### config.mk
export PLATFORM = sky130hd
export DESIGN_NAME = fdc_rate_sel
export DESIGN_NICKNAME = d
export VERILOG_FILES = /design/src/rtl/fdc_rate_pkg.sv /design/src/rtl/fdc_rate_store.sv /design/src/rtl/fdc_precomp_map.sv /design/src/rtl/fdc_rate_sel.sv
export SDC_FILE = /design/constraint.sdc
export NUM_CORES = 1
export LEC_CHECK = 0
export BUFFER_PORTS_ARGS = -buffer_cell sky130_fd_sc_hd__buf_2
export CAP_MARGIN = 5
export CORE_AREA = 8 8 45 47
export CTS_BUF_LIST = sky130_fd_sc_hd__clkbuf_4
export CTS_CLUSTER_DIAMETER = 50
export DETAILED_ROUTE_END_ITERATION = 16
export DIE_AREA = 0 0 53 55
export GPL_TIMING_DRIVEN = 0
export HOLD_SLACK_MARGIN = 0.15
export PLACE_DENSITY = 0.68
export REMOVE_ABC_BUFFERS = 1
export SYNTH_ARGS = -nofsm -noshare
export SYNTH_HDL_FRONTEND = slang
export SYNTH_SLANG_ARGS = --single-unit
### constraint.sdc
create_clock -name clk_i -period 0.8 [get_ports clk_i]
set_input_delay 0.12 -clock clk_i [delete_from_list [all_inputs] [get_ports clk_i]]
set_output_delay 0.12 -clock clk_i [all_outputs]
set_load 0.02 [all_outputs]
### src/rtl/fdc_rate_pkg.sv
package fdc_rate_pkg;
  localparam int unsigned RATE_W = 2;
  localparam int unsigned PC_W   = 3;
  localparam int unsigned DLY_W  = 3;
  localparam logic [RATE_W-1:0] RATE_RST = 2'd2;
  localparam logic [PC_W-1:0]   PC_RST   = 3'd0;
  localparam logic [PC_W-1:0]   PC_ZERO  = 3'd7;

  typedef struct packed {
    logic [RATE_W-1:0] rate;
    logic [PC_W-1:0]   pc;
    logic              lp;
  } rate_fields_t;
endpackage

### src/rtl/fdc_rate_store.sv
module fdc_rate_store
  import fdc_rate_pkg::*;
(
  input  logic              clk_i,
  input  logic              rst_ni,
  input  logic              dsr_we_i,
  input  logic [7:0]        dsr_wdata_i,
  input  logic              ccr_we_i,
  input  logic [RATE_W-1:0] ccr_rate_i,
  input  logic              acc_i,
  output logic [RATE_W-1:0] rate_o,
  output logic [PC_W-1:0]   pc_o,
  output logic              lp_o,
  output logic              sw_rst_o,
  output logic [7:0]        shadow_o
);
  rate_fields_t      dsr_q;
  logic [RATE_W-1:0] rate_q;
  logic              sw_q;
  logic              unused_bit5;

  assign unused_bit5 = dsr_wdata_i[5];

  always_ff @(posedge clk_i or negedge rst_ni) begin
    if (!rst_ni) begin
      dsr_q  <= '{rate: RATE_RST, pc: PC_RST, lp: 1'b0};
      rate_q <= RATE_RST;
      sw_q   <= 1'b0;
    end else begin
      sw_q <= dsr_we_i & dsr_wdata_i[7];
      if (dsr_we_i) begin
        dsr_q.rate <= dsr_wdata_i[1:0];
        dsr_q.pc   <= dsr_wdata_i[4:2];
        dsr_q.lp   <= dsr_wdata_i[6] & ~dsr_wdata_i[7]; // reset ends low power
        rate_q     <= dsr_wdata_i[1:0];
      end else begin
        if (ccr_we_i) rate_q   <= ccr_rate_i;
        if (acc_i)    dsr_q.lp <= 1'b0;
      end
    end
  end

  assign rate_o   = rate_q;
  assign pc_o     = dsr_q.pc;
  assign lp_o     = dsr_q.lp;
  assign sw_rst_o = sw_q;
  assign shadow_o = {1'b0, dsr_q.lp, 1'b0, dsr_q.pc, dsr_q.rate};

  a_r4_single_pulse: assert property (@(posedge clk_i) disable iff (!rst_ni)
    (sw_rst_o && !(dsr_we_i && dsr_wdata_i[7])) |=> !sw_rst_o);
  a_r4_pulse_cause: assert property (@(posedge clk_i) disable iff (!rst_ni)
    sw_rst_o |-> $past(dsr_we_i && dsr_wdata_i[7]));
  a_r5_ccr_rate: assert property (@(posedge clk_i) disable iff (!rst_ni)
    (ccr_we_i && !dsr_we_i) |=> (rate_o == $past(ccr_rate_i)));
  a_r6_access_exit: assert property (@(posedge clk_i) disable iff (!rst_ni)
    (acc_i && !dsr_we_i) |=> !lp_o);
  a_r2_shadow_fields: assert property (@(posedge clk_i) disable iff (!rst_ni)
    dsr_we_i |=> (shadow_o[4:0] == $past(dsr_wdata_i[4:0])));
endmodule

### src/rtl/fdc_precomp_map.sv
module fdc_precomp_map
  import fdc_rate_pkg::*;
#(
  parameter logic [RATE_W-1:0] FAST_CODE = 2'd3,
  parameter int unsigned       DEF_SLOW  = 3,
  parameter int unsigned       DEF_FAST  = 1
) (
  input  logic [RATE_W-1:0] rate_i,
  input  logic [PC_W-1:0]   pc_i,
  output logic [DLY_W-1:0]  dly_o
);
  localparam logic [DLY_W-1:0] DefSlowQ = DLY_W'(DEF_SLOW);
  localparam logic [DLY_W-1:0] DefFastQ = DLY_W'(DEF_FAST);

  logic fast;
  assign fast = (rate_i == FAST_CODE);

  // codes 1..6 are the step count in either unit
  always_comb begin
    if (pc_i == PC_RST)       dly_o = fast ? DefFastQ : DefSlowQ;
    else if (pc_i == PC_ZERO) dly_o = '0;
    else                      dly_o = DLY_W'(pc_i);
  end
endmodule

### src/rtl/fdc_rate_sel.sv
module fdc_rate_sel
  import fdc_rate_pkg::*;
#(
  parameter logic [RATE_W-1:0] FAST_CODE = 2'd3,
  parameter int unsigned       DEF_SLOW  = 3,
  parameter int unsigned       DEF_FAST  = 1
) (
  input  logic              clk_i,
  input  logic              rst_ni,
  input  logic              dsr_we_i,
  input  logic [7:0]        dsr_wdata_i,
  input  logic              ccr_we_i,
  input  logic [RATE_W-1:0] ccr_rate_i,
  input  logic              data_acc_i,
  input  logic              stat_acc_i,
  output logic [RATE_W-1:0] rate_o,
  output logic [DLY_W-1:0]  precomp_dly_o,
  output logic              lowpwr_o,
  output logic              sw_rst_o,
  output logic [7:0]        shadow_o
);
  logic [PC_W-1:0] pc;

  fdc_rate_store u_store (
    .clk_i      (clk_i),
    .rst_ni     (rst_ni),
    .dsr_we_i   (dsr_we_i),
    .dsr_wdata_i(dsr_wdata_i),
    .ccr_we_i   (ccr_we_i),
    .ccr_rate_i (ccr_rate_i),
    .acc_i      (data_acc_i | stat_acc_i),
    .rate_o     (rate_o),
    .pc_o       (pc),
    .lp_o       (lowpwr_o),
    .sw_rst_o   (sw_rst_o),
    .shadow_o   (shadow_o)
  );

  fdc_precomp_map #(
    .FAST_CODE(FAST_CODE),
    .DEF_SLOW (DEF_SLOW),
    .DEF_FAST (DEF_FAST)
  ) u_map (
    .rate_i(rate_o),
    .pc_i  (pc),
    .dly_o (precomp_dly_o)
  );

  a_r3_reserved_zero: assert property (@(posedge clk_i) disable iff (!rst_ni)
    dsr_we_i |=> (shadow_o[7] == 1'b0 && shadow_o[5] == 1'b0));
  a_r6_shadow_lp: assert property (@(posedge clk_i) disable iff (!rst_ni)
    shadow_o[6] == lowpwr_o);
endmodule

; ---- Yosys cells after proc, flatten, opt, wreduce, memory -nomap -nowiden
; Cells that the tools add are included.
[classes]
n_reduce_logical = 3
n_mul = 0
n_addsub = 0
eq_ne = 2
bitwise = 4
div_mod_pow = 0
muxes = 7
magnitude_cmp = 0
shifts = 0
[ops]
columns = op, count
row1 = $mux W2, 3
row2 = $mux W3, 2
row3 = $reduce_bool A2 Y1, 2
row4 = $eq A3 B3 Y1 const B, 1
row5 = $logic_not A3 Y1, 1
row6 = $and A1 B1 Y1, 2
row7 = $eq A2 B2 Y1 const B, 1
row8 = $mux W1, 2
row9 = $not A1 Y1, 1
row10 = $or A1 B1 Y1, 1
[word_totals]
mem_bits_ro = 0
ramBits = 0
latch_bits = 0
elab_cells = 21
register_bits = 9
input_bits = 16
mem_count = 0

; ---- Logic depth before layout (Yosys ltp)
; Gate-level depths: netlist of the first run.
[logic_depth]
ltp_word = 3
mapped_depth = 3
depth_no_buf = 2

; ---- By module
; A second synthesis of the first run with hierarchy kept.
[hier_totals]
hier_cells = 42
hier_area_um2 = 459.2
[by_module_without_submodules]
columns = module, area_each_um2, cells_per_inst, instances, seq_area_each_um2
row1 = fdc_rate_store, 410.4, 34, 1, 227.7
row2 = fdc_precomp_map, 42.5, 7, 1, 0.0
row3 = fdc_rate_sel, 6.3, 1, 1, 0.0

; ---- Least setup slack after synthesis of the first run
; No wires, ideal clock.
[synth_timing]
path_type = flip-flop to output port
start = reg u_store.pc_o[2] (netlist name)
end = out precomp_dly_o[0]
setup_slack_ps = -245
stages_incl_launch_ff = 3
arrival_ps = 925
path_buffers = 0
cell_sequence = dfrtp_1 inv_1 maj3_2
[synth_via]
elab_chain_len = 3
[synth_rtl]
columns = element, line_no
row1 = $eq A3 B3 Y1, fdc_precomp_map.sv:21  ; else if (pc_i == PC_ZERO) dly_o = '0;
row2 = $mux W3, fdc_precomp_map.sv:21
row3 = $mux W3 *, fdc_precomp_map.sv:20  ; if (pc_i == PC_RST) dly_o = fast ? DefFastQ : DefSlowQ;
row4 = to (decl), fdc_rate_sel.sv:17  ; output logic [DLY_W-1:0] precomp_dly_o,
; Mark *: on every way between the ends. The rest lies on a longest branch, timed or not.

; ---- Worst setup path after layout of the first run
[layout_timing]
start = reg u_store.rate_q[1], in the netlist u_store.rate_o[1]
end = out precomp_dly_o[1]
[layout_via]
elab_chain_len = 3
[layout_rtl]
columns = element, line_no
row1 = from (decl), fdc_rate_store.sv:18  ; logic [RATE_W-1:0] rate_q;
row2 = from (signal assigned), fdc_rate_store.sv:35  ; rate_q <= dsr_wdata_i[1:0];
row3 = from (signal assigned), fdc_rate_store.sv:37  ; if (ccr_we_i) rate_q <= ccr_rate_i;
row4 = $eq A2 B2 Y1, fdc_precomp_map.sv:16  ; assign fast = (rate_i == FAST_CODE);
row5 = $mux W2, fdc_precomp_map.sv:20
row6 = $mux W3, fdc_precomp_map.sv:20
; No other way between the ends.

==> metrics.txt, run 1 <==
# TYPE chip_impl_metric gauge
chip_impl_info{name="outcome",value="finished with violations"} 1
chip_impl_info{name="violations",value="setup timing"} 1
chip_impl_info{name="tritoncts",value="yes"} 1
chip_impl_metric{name="r2r_slack",unit="ns"} -0.16
chip_impl_info{name="criticalPathCategory",value="flop to output pin"} 1
chip_impl_metric{name="slew_viol_final",unit=""} 0
chip_impl_metric{name="post_synth_inst_count",unit=""} 40
chip_impl_info{name="cts_root_buf",value="sky130_fd_sc_hd__clkbuf_4"} 1
chip_impl_metric{name="worstPathArrival",unit="ns"} 1.16
chip_impl_info{name="critPathLaunchType",value="flop"} 1
chip_impl_metric{name="worstPathRequired",unit="ns"} 0.68
chip_impl_metric{name="drive_gt1_share",unit="%"} 55.6
chip_impl_metric{name="worstPathMaxFanout",unit=""} 2
chip_impl_metric{name="drc_viols",unit=""} 0
chip_impl_metric{name="residual_antenna_violating_net_count_after_detailed_routing",unit=""} 0
chip_impl_metric{name="yosysWarnings",unit=""} 0
chip_impl_metric{name="grt_pass1_vias",unit=""} 475
chip_impl_metric{name="clk_buf_depth",unit=""} 2
chip_impl_info{name="cp-end-kind",value="output pin"} 1
chip_impl_metric{name="synth_cell_type_count",unit=""} 17
chip_impl_metric{name="detailed_place_hpwl",unit="um"} 862
chip_impl_metric{name="flow.area_growth_from_synthesis",unit="%"} 88.2
chip_impl_metric{name="standard_cell_core_area",unit="mm^2"} 0.00138
chip_impl_metric{name="flop_and_latch_count_out_of_synthesis",unit=""} 9
chip_impl_info{name="critical_path.top_delay_family",value="flip-flops"} 1
chip_impl_metric{name="wl_per_cell",unit="um"} 13.0
chip_impl_metric{name="chipWidth",unit="um"} 53
chip_impl_metric{name="placedInstanceArea",unit="um^2"} 551
chip_impl_info{name="cp_cell_sequence",value="a211oi_2, a21o_1, buf_6"} 1
chip_impl_metric{name="stdcell_area",unit="um^2"} 801
chip_impl_metric{name="cap_violations",unit=""} 0
chip_impl_metric{name="grt_start_max_net_pins",unit=""} 15
chip_impl_metric{name="die_ht",unit="um"} 55
chip_impl_metric{name="cts-buffers-inserted",unit=""} 3
chip_impl_metric{name="clock_insertion_delay_worst_skew",unit="ns"} 0.25
chip_impl_metric{name="firstDrtPassIters",unit=""} 4
chip_impl_metric{name="finalHoldViolations",unit=""} 0
chip_impl_metric{name="design.die.area",unit="mm^2"} 0.00292
chip_impl_metric{name="final-setup-viol-count",unit=""} 16
chip_impl_metric{name="power-per-cell-area",unit="mW/mm^2"} 1700
chip_impl_metric{name="synth_sequential_area_ratio",unit="%"} 53.5
chip_impl_metric{name="irDropWorstVdd",unit="mV"} 0.935
chip_impl_metric{name="clock_skew",unit="ns"} 0
chip_impl_metric{name="ios",unit=""} 31
chip_impl_metric{name="num_rows",unit=""} 14
chip_impl_metric{name="min_period_over_period",unit="%"} 160
chip_impl_metric{name="critPathBufInv",unit=""} 1
chip_impl_info{name="hp-class",value="input port to flop"} 1
chip_impl_metric{name="synthesis.area",unit="um^2"} 425
chip_impl_metric{name="total_leakage_power",unit="nW"} 0.408
chip_impl_metric{name="wire_length_of_the_first_global_routing_pass",unit="um"} 1970
chip_impl_metric{name="max_clock_freq",unit="MHz"} 784
chip_impl_metric{name="wirelength",unit="um"} 1260
chip_impl_metric{name="initial_utilization",unit="%"} 30.7
chip_impl_metric{name="post-layout-total-power",unit="W"} 0.00136
chip_impl_metric{name="antenna_found_initial",unit=""} 0
chip_impl_metric{name="grt_util_all_layers",unit="%"} 9.38
chip_impl_metric{name="antennaDiodeCount",unit=""} 0
chip_impl_metric{name="cts.reportedPaths.clkPinSlew",unit="ns"} 0.06
chip_impl_metric{name="place_worst_setup_slack",unit="ns"} -0.229
chip_impl_metric{name="global_route.overflow_total",unit=""} 0
chip_impl_metric{name="slowest_delay",unit="ns"} 0.54
chip_impl_metric{name="setup_slack",unit="ns"} -0.476
chip_impl_metric{name="setup_total_negative_slack",unit="ns"} -3.49
chip_impl_metric{name="fin_crit",unit="ns"} 1.28
chip_impl_metric{name="port_buffers",unit=""} 27
chip_impl_metric{name="vias_per_cell",unit=""} 4.45
chip_impl_metric{name="synthesized_area_per_cell",unit="um^2"} 10.6
chip_impl_metric{name="drt_first_iter_violations",unit=""} 5
chip_impl_metric{name="clock-sinks",unit=""} 9
chip_impl_info{name="grt_setup_unrepaired",value="true"} 1
chip_impl_info{name="cell_with_the_biggest_individual_delay_on_the_critical_path",value="sky130_fd_sc_hd__dfstp_2"} 1
chip_impl_metric{name="num-nets-final",unit=""} 98
chip_impl_metric{name="htree_levels",unit=""} 1
chip_impl_metric{name="vias_post_dr",unit=""} 432
chip_impl_metric{name="place.gp.congestion",unit=""} 0.687
flip-flops by register name, summed over array words and instances, names as in the netlist:
register and flops:
u_store.lp_o 1, u_store.pc_o 3, u_store.rate_o 2, u_store.shadow_o 2, u_store.sw_rst_o 1
power breakdown:
part,internal (W),leakage (nW),switching [W]
clock,0.000226,0.0184,0.000154
combinational,0.000245,0.283,0.000203
sequential,0.000502,0.106,0.0000361
total,0.000973,0.408,0.000392
Yosys cell counts:
master,n,share of area (%)
sky130_fd_sc_hd__dfstp_2,2,12
sky130_fd_sc_hd__o41ai_2,1,3.8
sky130_fd_sc_hd__nand3b_1,1,1.8
sky130_fd_sc_hd__and2_1,1,1.5
sky130_fd_sc_hd__o21ai_0,6,7.1
sky130_fd_sc_hd__inv_1,5,4.4
sky130_fd_sc_hd__dfrtp_1,7,41
sky130_fd_sc_hd__buf_4,3,5.3
sky130_fd_sc_hd__a21o_1,1,1.8
sky130_fd_sc_hd__conb_1,1,0.88
sky130_fd_sc_hd__maj3_2,1,2.6
sky130_fd_sc_hd__buf_6,1,2.6
sky130_fd_sc_hd__a211oi_1,1,1.8
sky130_fd_sc_hd__mux2_2,1,2.6
sky130_fd_sc_hd__mux2i_1,2,4.7
sky130_fd_sc_hd__a21oi_1,1,1.2
sky130_fd_sc_hd__nand2_1,5,4.4
cells in the final DEF (no fill, tap or decap):
cell and n:
sky130_fd_sc_hd__nand2_2 1, sky130_fd_sc_hd__a21oi_1 1, sky130_fd_sc_hd__buf_2 14, sky130_fd_sc_hd__inv_1 5, sky130_fd_sc_hd__o41ai_2 1, sky130_fd_sc_hd__a211oi_2 1
sky130_fd_sc_hd__mux2i_1 2, sky130_fd_sc_hd__and2_1 1, sky130_fd_sc_hd__buf_6 17, sky130_fd_sc_hd__dlygate4sd3_1 7, sky130_fd_sc_hd__dfrtp_2 1, sky130_fd_sc_hd__clkbuf_4 4
sky130_fd_sc_hd__conb_1 2, sky130_fd_sc_hd__o21ai_0 3, sky130_fd_sc_hd__a21o_1 1, sky130_fd_sc_hd__mux2_2 1, sky130_fd_sc_hd__nand2_1 4, sky130_fd_sc_hd__o21ai_1 3
sky130_fd_sc_hd__maj3_2 1, sky130_fd_sc_hd__dfrtp_1 6, sky130_fd_sc_hd__nand3b_1 1, sky130_fd_sc_hd__buf_4 2, sky130_fd_sc_hd__dfstp_2 2
cell type report:
cell class                      count  area [um^2]
Clock buffer                        4         30.0
Inverter                            5         18.8
Multi-Input combinational cell     23          156
Timing Repair Buffer               40          347
Sequential cell                     9          229
Tap cell                           16         20.0
Fill cell                         117          583
cell families (layout without fill, tap and decap cells):
family,after synthesis,in the layout,share of synthesized area (%)
AO/OA/AOI/OAI,10,10,15.6
adder cells (fa/ha/maj),1,1,2.65
buffers and inverters,9,49,12.4
flip-flops,9,9,53.5
multiplexers,3,3,7.35
other,1,2,0.882
AND/OR/NAND/NOR,7,7,7.65
repair_timing:
action | CTS | global route
hold buffers | 7 | 1
hold endpoints to repair | 18 | 3
gates resized for setup | 31 | 6
setup buffers | 5 | 3
pin swaps | 1 | 0
endpoints found under the setup margin | 15 | 20
stage by stage:
step           utilization (%)  cells  hold WS, ns
6_report                  57.9     97       0.0512
5_1_grt                   57.9     97       0.0452
4_1_cts                   56.3     96       0.0342
3_5_place_dp              39.8     80      -0.0197
3_3_place_gp              39.8     80      -0.0247
2_1_floorplan                -     37       -0.176
final timing paths:
path	from	end	cells after the start
max	u_store.rate_o[1]$_DFFE_PN1P_	precomp_dly_o[1]	3
min	stat_acc_i	u_store.lp_o$_DFFE_PN0P_	2
max reg2reg	u_store.rate_o[1]$_DFFE_PN1P_	u_store.rate_o[1]$_DFFE_PN1P_	4
min reg2reg	u_store.shadow_o[1]$_DFFE_PN1P_	u_store.shadow_o[1]$_DFFE_PN1P_	2
max in group asynchronous	rst_ni	u_store.rate_o[1]$_DFFE_PN1P_	2
min in group asynchronous	rst_ni	u_store.sw_rst_o$_DFF_PN0_	2
per-layer routing:
| metal | vias up | routed length [um] | track usage, % |
|---|---|---|---|
| li1 | 208 | - | - |
| met1 | 196 | 483 | 9.20 |
| met2 | 26 | 610 | 15.6 |
| met3 | 2 | 162 | 4.28 |
| met4 | 0 | 4 | 6.47 |
| met5 | - | 0 | 0 |
No activity file was read; power rests on OpenSTA's default activity.
==> inputs of run 2 (changes only) <==
--- a/config.mk
+++ b/config.mk
@@ -14,7 +14,7 @@
 export DIE_AREA = 0 0 53 55
 export GPL_TIMING_DRIVEN = 0
 export HOLD_SLACK_MARGIN = 0.15
-export PLACE_DENSITY = 0.68
+export PLACE_DENSITY = 0.66
 export REMOVE_ABC_BUFFERS = 1
 export SYNTH_ARGS = -nofsm -noshare
 export SYNTH_HDL_FRONTEND = slang
==> constraint.sdc (replaced) <==
create_clock -name clk_i -period 1.6 [get_ports clk_i]
set_input_delay 0.24 -clock clk_i [delete_from_list [all_inputs] [get_ports clk_i]]
set_output_delay 0.24 -clock clk_i [all_outputs]
set_load 0.02 [all_outputs]
==> metrics.txt, run 2 (synthesis results as in run 1) <==
# TYPE chip_impl_metric gauge
chip_impl_info{name="outcome",value="completed"} 1
chip_impl_metric{name="place.gp.congestion",unit=""} 0.672
chip_impl_metric{name="cts.reportedPaths.clkPinSlew",unit="ns"} 0.06
chip_impl_metric{name="worstPathArrival",unit="ns"} 1.19
chip_impl_metric{name="initial_utilization",unit="%"} 30.7
chip_impl_metric{name="post_cts.resized_instances",unit=""} 0
chip_impl_metric{name="post-layout-total-power",unit="W"} 0.000578
chip_impl_metric{name="power-per-cell-area",unit="mW/mm^2"} 984
chip_impl_metric{name="nFillCells",unit=""} 146
chip_impl_info{name="cts_root_buf",value="sky130_fd_sc_hd__clkbuf_4"} 1
chip_impl_metric{name="wirelength",unit="um"} 1000
chip_impl_metric{name="routed-wl-met3",unit="um"} 118
chip_impl_metric{name="antennaDiodeCount",unit=""} 0
chip_impl_info{name="hp-class",value="input port to flop"} 1
chip_impl_metric{name="wl_per_cell",unit="um"} 11.8
chip_impl_metric{name="net_switching_power",unit="W"} 0.000183
chip_impl_metric{name="drive_gt1_share",unit="%"} 52.2
chip_impl_metric{name="fin_crit",unit="ns"} 1.43
chip_impl_metric{name="clk_buf_depth",unit=""} 2
chip_impl_metric{name="ios",unit=""} 31
chip_impl_metric{name="max_ffs_per_register",unit=""} 3
chip_impl_metric{name="drt_first_iter_violations",unit=""} 1
chip_impl_metric{name="num_rows",unit=""} 14
chip_impl_metric{name="netSwitchingFraction",unit="%"} 31.6
chip_impl_metric{name="port_buffers",unit=""} 27
chip_impl_metric{name="global_route.overflow_total",unit=""} 0
chip_impl_metric{name="wire_length_of_the_first_global_routing_pass",unit="um"} 1600
chip_impl_metric{name="worstPathMaxFanout",unit=""} 6
chip_impl_info{name="tritoncts",value="yes"} 1
chip_impl_metric{name="cts-buffers-inserted",unit=""} 3
chip_impl_metric{name="detailed_place_hpwl",unit="um"} 815
chip_impl_metric{name="worstPathRequired",unit="ns"} 1.36
chip_impl_info{name="mostFrequentLayoutCell",value="sky130_fd_sc_hd__buf_2"} 1
chip_impl_metric{name="total_leakage_power",unit="nW"} 0.325
chip_impl_metric{name="chipWidth",unit="um"} 53
chip_impl_metric{name="dr_wl_met2",unit="um"} 412
chip_impl_info{name="route.top_layer_used",value="met4"} 1
chip_impl_metric{name="die_ht",unit="um"} 55
chip_impl_info{name="cp-end-kind",value="output pin"} 1
chip_impl_metric{name="max_clock_freq",unit="MHz"} 700
chip_impl_metric{name="p_int",unit="W"} 0.000396
chip_impl_metric{name="residual_antenna_violating_net_count_after_detailed_routing",unit=""} 0
chip_impl_metric{name="grt_start_max_net_pins",unit=""} 15
chip_impl_metric{name="grt_util_all_layers",unit="%"} 7.50
chip_impl_metric{name="register_area",unit="um^2"} 228
chip_impl_metric{name="clock_power_share",unit="%"} 30.4
chip_impl_info{name="layout.cells.most_common_list",value="sky130_fd_sc_hd__buf_2 (27), sky130_fd_sc_hd__dfrtp_1 (7), sky130_fd_sc_hd__o21ai_0 (6)"} 1
chip_impl_metric{name="slew_viol_final",unit=""} 0
chip_impl_metric{name="clock-sinks",unit=""} 9
chip_impl_metric{name="irDropWorstVdd",unit="mV"} 0.509
chip_impl_info{name="criticalPathCategory",value="flop to output pin"} 1
chip_impl_metric{name="flow.area_growth_from_synthesis",unit="%"} 38.2
chip_impl_metric{name="antenna_found_initial",unit=""} 0
chip_impl_metric{name="multi_input_comb_area",unit="um^2"} 149
chip_impl_metric{name="cap_violations",unit=""} 0
chip_impl_metric{name="detail_route.wirelength.met1",unit="um"} 460
chip_impl_metric{name="drc_viols",unit=""} 0
chip_impl_metric{name="power.share.sequential",unit="%"} 45.7
chip_impl_metric{name="grt_pass1_vias",unit=""} 427
chip_impl_metric{name="num-nets-final",unit=""} 86
chip_impl_metric{name="firstDrtPassIters",unit=""} 2
chip_impl_metric{name="final-setup-viol-count",unit=""} 0
chip_impl_info{name="critPathLaunchType",value="flop"} 1
chip_impl_metric{name="htree_levels",unit=""} 1
chip_impl_metric{name="min_period_over_period",unit="%"} 89.3
chip_impl_metric{name="setup_total_negative_slack",unit="ns"} 0
chip_impl_metric{name="clock_skew",unit="ns"} 0
chip_impl_info{name="grt_setup_unrepaired",value="false"} 1
chip_impl_metric{name="clock_insertion_delay_worst_skew",unit="ns"} 0.26
chip_impl_metric{name="standard_cell_core_area",unit="mm^2"} 0.00138
chip_impl_metric{name="vias_per_cell",unit=""} 4.39
chip_impl_metric{name="design.die.area",unit="mm^2"} 0.00292
chip_impl_metric{name="finalHoldViolations",unit=""} 0
chip_impl_metric{name="vias_post_dr",unit=""} 373
chip_impl_metric{name="final_core_utilization",unit="%"} 42.5
chip_impl_metric{name="part_of_the_total_power_dissipated_in_combinational_logic",unit="%"} 23.8
run 2: layout make-up:
cell class | instances | area share [%]
clock inverter | 1 | 0.851
inverter | 5 | 3.19
tap | 16 | 3.40
timing repair buffer | 28 | 24.7
multi-input combinational | 23 | 25.3
clock buffer | 3 | 3.83
sequential | 9 | 38.7
run 2: worst max-delay path, stage by stage, from the launching register on:
cell and delay [ns]:
sky130_fd_sc_hd__dfrtp_1 0.43, sky130_fd_sc_hd__a211oi_1 0.24, sky130_fd_sc_hd__a21o_1 0.11, sky130_fd_sc_hd__buf_2 0.15
run 2: final timing paths:
path	depth (start not counted)	slack (ns)	to	start
setup reg to reg	1	0.79	u_store.pc_o[0]$_DFFE_PN0P_	u_store.pc_o[0]$_DFFE_PN0P_
hold reg to reg	2	0.48	u_store.shadow_o[1]$_DFFE_PN1P_	u_store.shadow_o[1]$_DFFE_PN1P_
max in group asynchronous	2	1.01	u_store.rate_o[1]$_DFFE_PN1P_	rst_ni
setup / recovery	3	0.17	precomp_dly_o[1]	u_store.pc_o[0]$_DFFE_PN0P_
hold / removal	2	0.16	u_store.lp_o$_DFFE_PN0P_	data_acc_i
min in group asynchronous	2	0.35	u_store.sw_rst_o$_DFF_PN0_	rst_ni
run 2: layer usage:
metal	global-route usage [%]	up-vias
li1	-	187
met1	7.64	160
met2	11.1	24
met3	4.01	2
met4	6.47	0
met5	0	-
run 2: repair_timing:
| action | 4_1_cts | 5_1_grt |
|---|---|---|
| endpoints found under the hold margin | 9 | 0 |
| buffers inserted | 0 | 0 |
| hold buffers | 1 | 0 |
run 2: per-stage QoR:
step	hold slack [ns]	std cells	setup slack, ns	instance area, um^2
floorplan	-0.0556	37	0.435	395
global placement	0.0959	80	0.458	551
detailed placement	0.100	80	0.440	551
CTS	0.152	85	0.145	588
global route	0.155	85	0.0379	588
finish	0.157	85	0.172	588
run 2: power groups by stage:
stage,logic [W],clock network [W],registers (W)
finish,0.000138,0.000176,0.000264
CTS,0.000141,0.000184,0.000265
global route,0.000152,0.000194,0.000268
detailed placement,0.000139,0,0.000268
global placement,0.000137,0,0.000268
floorplan,0.0000502,0,0.000294
==> inputs of run 3 (changes only) <==
--- a/config.mk
+++ b/config.mk
@@ -10,10 +10,12 @@
 export CORE_AREA = 8 8 45 47
 export CTS_BUF_LIST = sky130_fd_sc_hd__clkbuf_4
 export CTS_CLUSTER_DIAMETER = 50
+export CTS_CLUSTER_SIZE = 25
 export DETAILED_ROUTE_END_ITERATION = 16
 export DIE_AREA = 0 0 53 55
 export GPL_TIMING_DRIVEN = 0
 export HOLD_SLACK_MARGIN = 0.15
+export MAX_ROUTING_LAYER = met4
 export PLACE_DENSITY = 0.66
 export REMOVE_ABC_BUFFERS = 1
 export SYNTH_ARGS = -nofsm -noshare
==> metrics.txt, run 3 (synthesis results as in run 1) <==
# TYPE chip_impl_metric gauge
chip_impl_metric{name="cts_hold_repair.buffers",unit=""} 1
chip_impl_metric{name="slew_viol_final",unit=""} 0
chip_impl_metric{name="port_buffers",unit=""} 27
chip_impl_info{name="grt_setup_unrepaired",value="false"} 1
chip_impl_metric{name="chipWidth",unit="um"} 53
chip_impl_metric{name="clock-sinks",unit=""} 9
chip_impl_metric{name="final_core_utilization",unit="%"} 42.5
chip_impl_metric{name="ios",unit=""} 31
chip_impl_metric{name="post-cts-setup-buffers",unit=""} 0
chip_impl_metric{name="place_worst_setup_slack",unit="ns"} 0.440
chip_impl_metric{name="clock_skew",unit="ns"} 0
chip_impl_metric{name="htree_levels",unit=""} 1
chip_impl_info{name="critPathLaunchType",value="flop"} 1
chip_impl_metric{name="max_ffs_per_register",unit=""} 3
chip_impl_info{name="mostFrequentLayoutCell",value="sky130_fd_sc_hd__buf_2"} 1
chip_impl_metric{name="max_clock_freq",unit="MHz"} 700
chip_impl_metric{name="drc_viols",unit=""} 0
chip_impl_metric{name="grt_util_all_layers",unit="%"} 7.90
chip_impl_metric{name="clk_buf_depth",unit=""} 2
chip_impl_metric{name="worstPathArrival",unit="ns"} 1.19
chip_impl_info{name="tritoncts",value="yes"} 1
chip_impl_metric{name="nFillCells",unit=""} 146
chip_impl_metric{name="final-setup-viol-count",unit=""} 0
chip_impl_metric{name="grt_start_max_net_pins",unit=""} 15
chip_impl_metric{name="total_leakage_power",unit="nW"} 0.325
chip_impl_metric{name="post-layout-total-power",unit="W"} 0.000578
chip_impl_metric{name="setup_slack",unit="ns"} 0.172
chip_impl_info{name="hp-class",value="input port to flop"} 1
chip_impl_info{name="outcome",value="completed"} 1
chip_impl_info{name="layout.cells.most_common_list",value="sky130_fd_sc_hd__buf_2 (27), sky130_fd_sc_hd__dfrtp_1 (7), sky130_fd_sc_hd__o21ai_0 (6)"} 1
chip_impl_metric{name="power-per-cell-area",unit="mW/mm^2"} 983
chip_impl_info{name="cp-end-kind",value="output pin"} 1
chip_impl_metric{name="standard_cell_core_area",unit="mm^2"} 0.00138
chip_impl_metric{name="vias_post_dr",unit=""} 368
chip_impl_metric{name="design.die.area",unit="mm^2"} 0.00292
chip_impl_metric{name="irDropWorstVdd",unit="mV"} 0.508
chip_impl_metric{name="initial_utilization",unit="%"} 30.7
chip_impl_info{name="cts_root_buf",value="sky130_fd_sc_hd__clkbuf_4"} 1
chip_impl_info{name="criticalPathCategory",value="flop to output pin"} 1
chip_impl_metric{name="groute.layer.met3.usage",unit="%"} 4.01
chip_impl_metric{name="drive_gt1_share",unit="%"} 52.2
chip_impl_metric{name="worstPathRequired",unit="ns"} 1.36
chip_impl_metric{name="die_ht",unit="um"} 55
chip_impl_metric{name="clock_insertion_delay_worst_skew",unit="ns"} 0.26
chip_impl_metric{name="detailed_place_hpwl",unit="um"} 815
chip_impl_metric{name="flow.area_growth_from_synthesis",unit="%"} 38.2
chip_impl_metric{name="place.gp.congestion",unit=""} 0.679
chip_impl_metric{name="global_route.overflow_total",unit=""} 0
chip_impl_metric{name="num-nets-final",unit=""} 86
chip_impl_metric{name="wl_per_cell",unit="um"} 11.8
chip_impl_metric{name="wire_length_of_the_first_global_routing_pass",unit="um"} 1610
chip_impl_metric{name="cap_violations",unit=""} 0
chip_impl_metric{name="grt_pass1_vias",unit=""} 423
chip_impl_metric{name="finalHoldViolations",unit=""} 0
chip_impl_metric{name="num_rows",unit=""} 14
chip_impl_metric{name="wirelength",unit="um"} 1010
chip_impl_metric{name="fin_crit",unit="ns"} 1.43
chip_impl_metric{name="cts-buffers-inserted",unit=""} 3
chip_impl_metric{name="min_period_over_period",unit="%"} 89.2
chip_impl_metric{name="setup_total_negative_slack",unit="ns"} 0
chip_impl_metric{name="drt_first_iter_violations",unit=""} 2
chip_impl_metric{name="antennaDiodeCount",unit=""} 0
chip_impl_metric{name="post_cts.resized_instances",unit=""} 0
chip_impl_metric{name="cts.reportedPaths.clkPinSlew",unit="ns"} 0.06
chip_impl_metric{name="global_route.usage.met1",unit="%"} 8.11
chip_impl_metric{name="worstPathMaxFanout",unit=""} 6
chip_impl_metric{name="antenna_found_initial",unit=""} 0
chip_impl_metric{name="vias_per_cell",unit=""} 4.33
chip_impl_info{name="grt_busiest_layer",value="met2"} 1
chip_impl_metric{name="firstDrtPassIters",unit=""} 2
chip_impl_metric{name="residual_antenna_violating_net_count_after_detailed_routing",unit=""} 0
chip_impl_metric{name="grt_util_met2",unit="%"} 11.1
## run 3: cell counts in the layout (fill, tap and decap cells not counted)
Identical to the previous run, type by type.
## run 3: per-layer routing
layer	vias up	wire, um
li1	187	-
met1	155	492
met2	24	412
met3	2	95
met4	0	8
met5	-	0
## run 3: worst paths after layout
kind                                            startpoint                              end  slack, ns  depth (start not counted)
setup reg to reg               u_store.pc_o[0]$_DFFE_PN0P_      u_store.pc_o[0]$_DFFE_PN0P_       0.79                          1
hold / removal                                  data_acc_i         u_store.lp_o$_DFFE_PN0P_       0.16                          2
min in group asynchronous                           rst_ni       u_store.sw_rst_o$_DFF_PN0_       0.35                          2
max in group asynchronous                           rst_ni    u_store.rate_o[1]$_DFFE_PN1P_       1.01                          2
hold reg to reg            u_store.shadow_o[1]$_DFFE_PN1P_  u_store.shadow_o[1]$_DFFE_PN1P_       0.48                          2
setup / recovery               u_store.pc_o[0]$_DFFE_PN0P_                 precomp_dly_o[1]       0.17                          3
## run 3: critical path, cell delays in order, from the launching register on
cell and delay (ns):
sky130_fd_sc_hd__dfrtp_1 0.43, sky130_fd_sc_hd__a211oi_1 0.24, sky130_fd_sc_hd__a21o_1 0.11, sky130_fd_sc_hd__buf_2 0.15
## run 3: layout make-up
| class | instances | area, um^2 | area share (%) |
|---|---|---|---|
| Clock buffer | 3 | 22.5 | 3.83 |
| Clock inverter | 1 | 5.00 | 0.851 |
| Inverter | 5 | 18.8 | 3.19 |
| Multi-Input combinational cell | 23 | 149 | 25.3 |
| Sequential cell | 9 | 228 | 38.7 |
| Tap cell | 16 | 20.0 | 3.40 |
| Timing Repair Buffer | 28 | 145 | 24.7 |
## run 3: power by group
part           switching [W]  total [W]  internal [W]
clock network      0.0000831   0.000175     0.0000923
logic              0.0000845   0.000138     0.0000537
registers          0.0000144   0.000264      0.000250
total               0.000182   0.000578      0.000396
## run 3: per-stage QoR
stage          hold WS, ns  instances  instance area [um^2]
6_report             0.158         85                   588
2_1_floorplan      -0.0556         37                   395
5_1_grt              0.150         85                   588
4_1_cts              0.152         85                   588
3_3_place_gp        0.0959         80                   551
3_5_place_dp         0.100         80                   551
